**config.mk**
```make
export PLATFORM = sky130hd
export DESIGN_NAME = iowin_xlate
export DESIGN_NICKNAME = d
export VERILOG_FILES = /design/src/rtl/iowin_pkg.sv /design/src/rtl/iowin_decode.sv /design/src/rtl/iowin_swap.sv /design/src/rtl/iowin_xlate.sv
export SDC_FILE = /design/constraint.sdc
export NUM_CORES = 1
export LEC_CHECK = 0
export ABC_CLOCK_PERIOD_IN_PS = 2900
export BUFFER_PORTS_ARGS = -buffer_cell sky130_fd_sc_hd__buf_2
export CAP_MARGIN = 20
export CORE_MARGIN = 2
export CORE_UTILIZATION = 45
export CTS_CLUSTER_DIAMETER = 200
export CTS_CLUSTER_SIZE = 40
export DETAILED_ROUTE_END_ITERATION = 8
export PLACE_DENSITY = 0.76
export SYNTH_ARGS = -nofsm -noshare
export SYNTH_HDL_FRONTEND = slang
export SYNTH_SLANG_ARGS = --single-unit
```
**constraint.sdc**
```tcl
create_clock -name clk -period 2.9 [get_ports clk]
set_input_delay 0.58 -clock clk [delete_from_list [all_inputs] [get_ports clk]]
set_output_delay 0.58 -clock clk [all_outputs]
set_load 0.005 [all_outputs]
```
**src/rtl/iowin_pkg.sv**
```systemverilog
package iowin_pkg;

    typedef enum logic [2:0] {
        ST_IDLE,
        ST_IO,
        ST_IACK,
        ST_MISS,
        ST_DONE
    } xl_state_e;

    typedef enum logic [1:0] {
        SZ_BYTE = 2'd0,
        SZ_HALF = 2'd1,
        SZ_WORD = 2'd2,
        SZ_RSVD = 2'd3
    } xl_size_e;

endpackage

```
**src/rtl/iowin_decode.sv**
```systemverilog
module iowin_decode #(
    parameter logic [31:0] WIN_BASE   = 32'h8000_0000,
    parameter int          WIN_BITS   = 23,
    parameter logic [31:0] IACK_BASE  = 32'hBFFF_FFF0,
    parameter int          IACK_BITS  = 2,
    parameter int          PORT_BITS  = 16,
    parameter int          GROUP_BITS = 5,
    parameter int          FOLD       = 7
) (
    input  logic [31:0]          addr,
    input  logic                 spread,
    output logic                 hit_win,
    output logic                 hit_iack,
    output logic                 iack_first,
    output logic [PORT_BITS-1:0] port
);
    localparam int          PAGE_LSB = GROUP_BITS + FOLD;
    localparam logic [31:0] GRP_MASK = (32'd1 << GROUP_BITS) - 32'd1;

    logic [31:0] off32;
    logic [31:0] spread32;

    assign hit_win    = (addr[31:WIN_BITS] == WIN_BASE[31:WIN_BITS]);
    assign hit_iack   = (addr[31:IACK_BITS] == IACK_BASE[31:IACK_BITS]);
    assign iack_first = (addr[3:0] == 4'h0);

    assign off32    = 32'(addr[WIN_BITS-1:0]);
    assign spread32 = ((off32 >> PAGE_LSB) << GROUP_BITS) | (off32 & GRP_MASK);

    generate
        if (PORT_BITS <= WIN_BITS) begin : g_port
            assign port = spread ? spread32[PORT_BITS-1:0] : off32[PORT_BITS-1:0];
        end else begin : g_port_wide
            assign port = spread ? spread32[PORT_BITS-1:0] : off32[PORT_BITS-1:0];
        end
    endgenerate
endmodule

```
**src/rtl/iowin_swap.sv**
```systemverilog
module iowin_swap
    import iowin_pkg::*;
#(
    parameter int DATA_W = 32
) (
    input  logic [DATA_W-1:0] din,
    input  logic [1:0]        size,
    input  logic              big_endian,
    output logic [DATA_W-1:0] dout
);
    localparam int LANES = DATA_W / 8;

    logic [DATA_W-1:0] rev_all;
    logic [DATA_W-1:0] rev_half;

    genvar i;
    generate
        for (i = 0; i < LANES; i++) begin : g_lane
            assign rev_all[8*i +: 8] = din[8*(LANES-1-i) +: 8];
            if (i < 2) begin : g_low
                assign rev_half[8*i +: 8] = din[8*(1-i) +: 8];
            end else begin : g_high
                assign rev_half[8*i +: 8] = din[8*i +: 8];
            end
        end
    endgenerate

    always_comb begin
        dout = din;
        if (big_endian) begin
            unique case (xl_size_e'(size))
                SZ_HALF: dout = rev_half;
                SZ_WORD: dout = rev_all;
                default: dout = din;
            endcase
        end
    end
endmodule

```
**src/rtl/iowin_xlate.sv**
```systemverilog
module iowin_xlate
    import iowin_pkg::*;
#(
    parameter logic [31:0] WIN_BASE   = 32'h8000_0000,
    parameter int          WIN_BITS   = 23,
    parameter logic [31:0] IACK_BASE  = 32'hBFFF_FFF0,
    parameter int          IACK_BITS  = 2,
    parameter int          PORT_BITS  = 16,
    parameter int          GROUP_BITS = 5,
    parameter int          FOLD       = 7,
    parameter int          DATA_W     = 32
) (
    input  logic                 clk,
    input  logic                 rst_n,
    input  logic                 map_spread,
    input  logic                 cpu_big_endian,
    input  logic [31:0]          cpu_addr,
    input  logic [1:0]           cpu_size,
    input  logic [DATA_W-1:0]    cpu_wdata,
    input  logic                 cpu_rd,
    input  logic                 cpu_wr,
    output logic [DATA_W-1:0]    cpu_rdata,
    output logic                 cpu_ack,
    output logic [PORT_BITS-1:0] io_addr,
    output logic [1:0]           io_size,
    output logic [DATA_W-1:0]    io_wdata,
    output logic                 io_rd,
    output logic                 io_wr,
    input  logic [DATA_W-1:0]    io_rdata,
    input  logic [DATA_W-1:0]    intc_vector,
    output logic                 iack_req,
    output logic                 decode_miss
);
    xl_state_e state_q, state_d;

    logic                 req;
    logic                 hit_win, hit_iack, iack_first;
    logic [PORT_BITS-1:0] port_d;
    logic [DATA_W-1:0]    wdata_sw;
    logic [DATA_W-1:0]    rsrc, rsrc_sw;

    logic                 is_rd_q, first_q, be_q;
    logic [1:0]           size_q;
    logic [PORT_BITS-1:0] port_q;
    logic [DATA_W-1:0]    wdata_q, rdata_q;

    assign req = cpu_rd | cpu_wr;

    iowin_decode #(
        .WIN_BASE(WIN_BASE), .WIN_BITS(WIN_BITS), .IACK_BASE(IACK_BASE),
        .IACK_BITS(IACK_BITS), .PORT_BITS(PORT_BITS),
        .GROUP_BITS(GROUP_BITS), .FOLD(FOLD)
    ) u_dec (
        .addr(cpu_addr), .spread(map_spread), .hit_win(hit_win),
        .hit_iack(hit_iack), .iack_first(iack_first), .port(port_d)
    );

    iowin_swap #(.DATA_W(DATA_W)) u_wswap (
        .din(cpu_wdata), .size(cpu_size), .big_endian(cpu_big_endian),
        .dout(wdata_sw)
    );

    assign rsrc = (state_q == ST_IO) ? io_rdata : intc_vector;

    iowin_swap #(.DATA_W(DATA_W)) u_rswap (
        .din(rsrc), .size(size_q), .big_endian(be_q), .dout(rsrc_sw)
    );

    // state register
    always_ff @(posedge clk or negedge rst_n) begin
        if (!rst_n) state_q <= ST_IDLE;
        else        state_q <= state_d;
    end

    // transitions: GO_IO / GO_IACK / GO_MISS, FINISH, RELEASE
    always_comb begin
        state_d = state_q;
        unique case (state_q)
            ST_IDLE: begin
                if (req) begin
                    if (hit_win)       state_d = ST_IO;
                    else if (hit_iack) state_d = ST_IACK;
                    else               state_d = ST_MISS;
                end
            end
            ST_IO, ST_IACK, ST_MISS: state_d = ST_DONE;
            ST_DONE:                 state_d = ST_IDLE;
            default:                 state_d = ST_IDLE;
        endcase
    end

    // request capture and response data
    always_ff @(posedge clk or negedge rst_n) begin
        if (!rst_n) begin
            is_rd_q <= 1'b0;
            first_q <= 1'b0;
            be_q    <= 1'b0;
            size_q  <= 2'd0;
            port_q  <= '0;
            wdata_q <= '0;
            rdata_q <= '0;
        end else begin
            unique case (state_q)
                ST_IDLE: begin
                    if (req) begin
                        is_rd_q <= cpu_rd;
                        first_q <= iack_first;
                        be_q    <= cpu_big_endian;
                        size_q  <= cpu_size;
                        port_q  <= port_d;
                        wdata_q <= wdata_sw;
                    end
                end
                ST_IO:   rdata_q <= is_rd_q ? rsrc_sw : '0;
                ST_IACK: rdata_q <= (is_rd_q && first_q) ? rsrc_sw : '0;
                ST_MISS: rdata_q <= '0;
                default: ;
            endcase
        end
    end

    // outputs
    always_comb begin
        io_rd       = 1'b0;
        io_wr       = 1'b0;
        iack_req    = 1'b0;
        decode_miss = 1'b0;
        cpu_ack     = 1'b0;
        cpu_rdata   = '0;
        io_addr     = '0;
        io_size     = 2'd0;
        io_wdata    = '0;
        unique case (state_q)
            ST_IO: begin
                io_rd    = is_rd_q;
                io_wr    = !is_rd_q;
                io_addr  = port_q;
                io_size  = size_q;
                io_wdata = is_rd_q ? '0 : wdata_q;
            end
            ST_IACK: iack_req    = is_rd_q && first_q;
            ST_MISS: decode_miss = 1'b1;
            ST_DONE: begin
                cpu_ack   = 1'b1;
                cpu_rdata = rdata_q;
            end
            default: ;
        endcase
    end
endmodule

```
==> reports/results.md <==
| Result | This run |
|---|---|
| Post-CTS sizing | 0 |
| DR pass1 iterations | 5 |
| Footprint of the multi-input gates | 2830 µm² |
| Post-Syn Instances | 595 |
| Kind of path behind the tightest hold check | in2async |
| Worst-case reg-to-reg path depth | 5 |
| Portion of the post-synthesis area used by sequential elements | 41.5% |
| Critical Path End | io_wdata[17] |
| Wirelength, routed | 16900 µm |
| Max-cap check violation count | 0 |
| Count of standard-cell rows | 39 |
| Floorplan die height | 113 µm |
| Total negative setup slack | 0 ns |
| Cell breakdown of the critical path | nor3b_4 > buf_4 > and2b_1 > buf_4 > and2_1 > buf_2 |
| Worst path arrival time | 2.07 ns |
| Lkg Pwr | 3.55 nW |
| Most common cell in the netlist | nand2_1 |
| Number of global-route vias before repair | 5286 |
| PnR Total Power | 0.00617 W |
| Number of buffers created by CTS | 9 |
| Number of unique standard cell types used by synthesis | 45 |
| Routed length per placed instance | 18.1 µm |
| Yosys synthesis warning count | 0 |
| Count of filler cells inserted in the layout | 1039 |
| Yosys top cell by area | dfrtp_1 |
| CP Depth | 6 |
| Element type at the critical path start | flip-flop |
| Syn Nets | 735 |
| CP Launch Point | state_q[0] |
| Critical path's top delay family | simple AND/OR/NAND/NOR gates |
| Slowest cell on the critical path | dfrtp_1 |
| Max-slew headroom | 47.6% |
| Share of Yosys cell area claimed by the top area cell type | 41.5% |
| #FFs+latches synth | 88 |
| Area taken by flip-flops and latches | 2200 µm² |
| Post-layout nets | 927 |
| Worst r2r src | state_q[2] |
| Largest net degree at the start of global routing | 82 |
| Via count normalized by instance count | 5.80 |
| Count of pins over their slew limit | 0 |
| Worst flop-to-flop path endpoint | wdata_q[22] |
| Final HPWL DP | 12800 µm |
| Final weighted congestion in routability-driven placement | 0.930 |
| Maximum level of the CTS H-tree | 3 |
| P per Cell Area | 907 nW/µm² |
| Slack of the worst reg-to-reg path | 0.50 ns |
| Chip width | 113 µm |
| Max frequency | 378 MHz |
| Floorplan die area | 12700 µm² |
| Total via count in the routed design | 5435 |
| # clock sinks | 88 |
| CTS clk-pin slew, worst paths | 0.06 ns |
| RSZ-0062 raised after global routing | no |
| CP Data Required Time | 2.32 ns |
| Setup CP Type | reg2out |
| GRT Residual Overflow | 0 |
| Final critical-path share of the clock period | 91.3% |
| Starting density of the core | 46.3% |
| Buffers inserted by post-CTS timing repair | 0 |
| Worst-Skew Late Latency | 0.34 ns |
| Post-layout instance count excluding filler cells | 937 |
| Post-Syn Area | 5310 µm² |
| Layout-stage area growth over the synthesis result | 28.1% |
| # port buffers | 222 |
| Worst vdd rail ir drop | 0.736 mV |
| Hold_buf cts | 0 |
| Run status | finished clean |
| Prevailing post-synth register cell | dfrtp_1 |
| Buffer type at the clock tree root | clkbuf_16 |
| CP peak stage delay | 0.48 ns |
| Number of enable-type register cells in the synthesized netlist | 0 |
| Critical path peak fanout | 33 |
| Placed cell count | 919 |
| Final Hold Viols | 0 |
| GRT Resource Usage Total | 26.6% |
| Post-route DRC violation count | 0 |
| Antenna viol nets, final | 0 |
| Actual transition at the worst max-transition pin | 0.785 ns |
| Deepest clock path buffer count | 2 |
| Cell repeated most along the worst path | buf_4 |
| Min cycle time layout | 2.65 ns |
| Maximum clock skew at final layout | 0.00604 ns |
| Syn avg cell area | 8.92 µm² |
| Number of antenna violations at the first check in global routing | 3 |
| Endpoint type of the worst setup path | output port |
| Core area | 11500 µm² |
| Starting DRC count in detailed routing | 310 |
| Largest cells by area after synthesis | dfrtp_1 (41%), nand2_1 (6.6%), and2_1 (6.5%) |
| TritonCTS clock tree | yes |
| Post-synthesis async set-or-reset flop share | 100% |
| I/O Pins | 223 |
| Buf/Inv on CP | 3 |
| Fraction of final layout cells sized beyond drive strength 1 | 36.4% |
| List of most frequent post-synthesis cells | nand2_1 (93), dfrtp_1 (88), and2_1 (55) |
| Setup-failing EPs final | 0 |
| Wire length of the first global-routing pass | 26900 µm |
==> registers in the layout, summed over array words and instances, names as in the netlist <==
name	count
be_q	1
size_q	2
rdata_q	32
is_rd_q	1
port_q	16
state_q	3
first_q	1
wdata_q	32
==> where the power goes <==
group	switching [W]	internal, W
Combinational	0.00162	0.00115
Clock	0.000468	0.000738
Sequential	0.000366	0.00183
==> layout make-up <==
type                       count  share of cell area [%]
inverter                       5                   0.276
clock inverter                 4                   0.754
timing repair buffer         237                    18.4
sequential                    88                    32.4
clock buffer                  12                    3.92
tap                          143                    2.63
multi-input combinational    446                    41.6
antenna                        2                  0.0736
==> placed cells by master (no fill, tap or decap), types with 2 or more instances in the layout <==
master,instances
mux2_2,17
inv_1,5
a22oi_1,16
buf_12,2
and2_1,55
o21ai_0,53
clkbuf_16,9
a32oi_1,8
nor2_1,36
nor2b_1,4
ha_1,4
mux2_4,6
buf_4,14
mux2i_1,20
a222oi_1,7
a22o_1,8
buf_2,221
a221oi_1,16
nor3_1,10
clkbuf_8,3
and3b_1,2
and3_1,32
nand3_1,16
a221o_2,8
dfrtp_1,88
and2b_1,2
o211ai_1,9
nand2_1,93
nor4_1,2
diode_2,2
nand4_1,7
nand2b_1,3
==> cells by family after synthesis <==
kind of cell / synth area share (%)
flops: 41.5
compound gates: 17.6
simple gates: 25.6
buf+inv: 5.28
fa+ha+maj: 0.943
mux: 9.07
==> per-layer routing <==
layer  GRT usage [%]  routed length (µm)  vias up
met1            33.7                6570     2596
met4            10.9                 397        0
met5               0                   0        -
met2            45.2                8510      293
li1                -                   -     2514
met3            4.32                1460       32
==> per-stage QoR <==
step                      util (%)  instance area [µm²]  setup slack [ns]  hold WS, ns
after floorplan                  -                 5310             0.749        0.284
after global placement        56.5                 6480             0.573        0.453
after detailed placement      56.5                 6480             0.540        0.455
after CTS                     59.3                 6800             0.239        0.296
after global routing          59.3                 6800            0.0680        0.323
final                         59.3                 6800             0.251        0.272
==> how the worst min path moves through the flow <==
stage	slack [ns]	to
floorplan	0.28	be_q
global placement	0.45	port_q[4]
detailed placement	0.45	port_q[4]
CTS	0.30	wdata_q[13]
global route	0.32	wdata_q[13]
finish	0.27	wdata_q[13]
No activity file was read; power rests on OpenSTA's default activity.
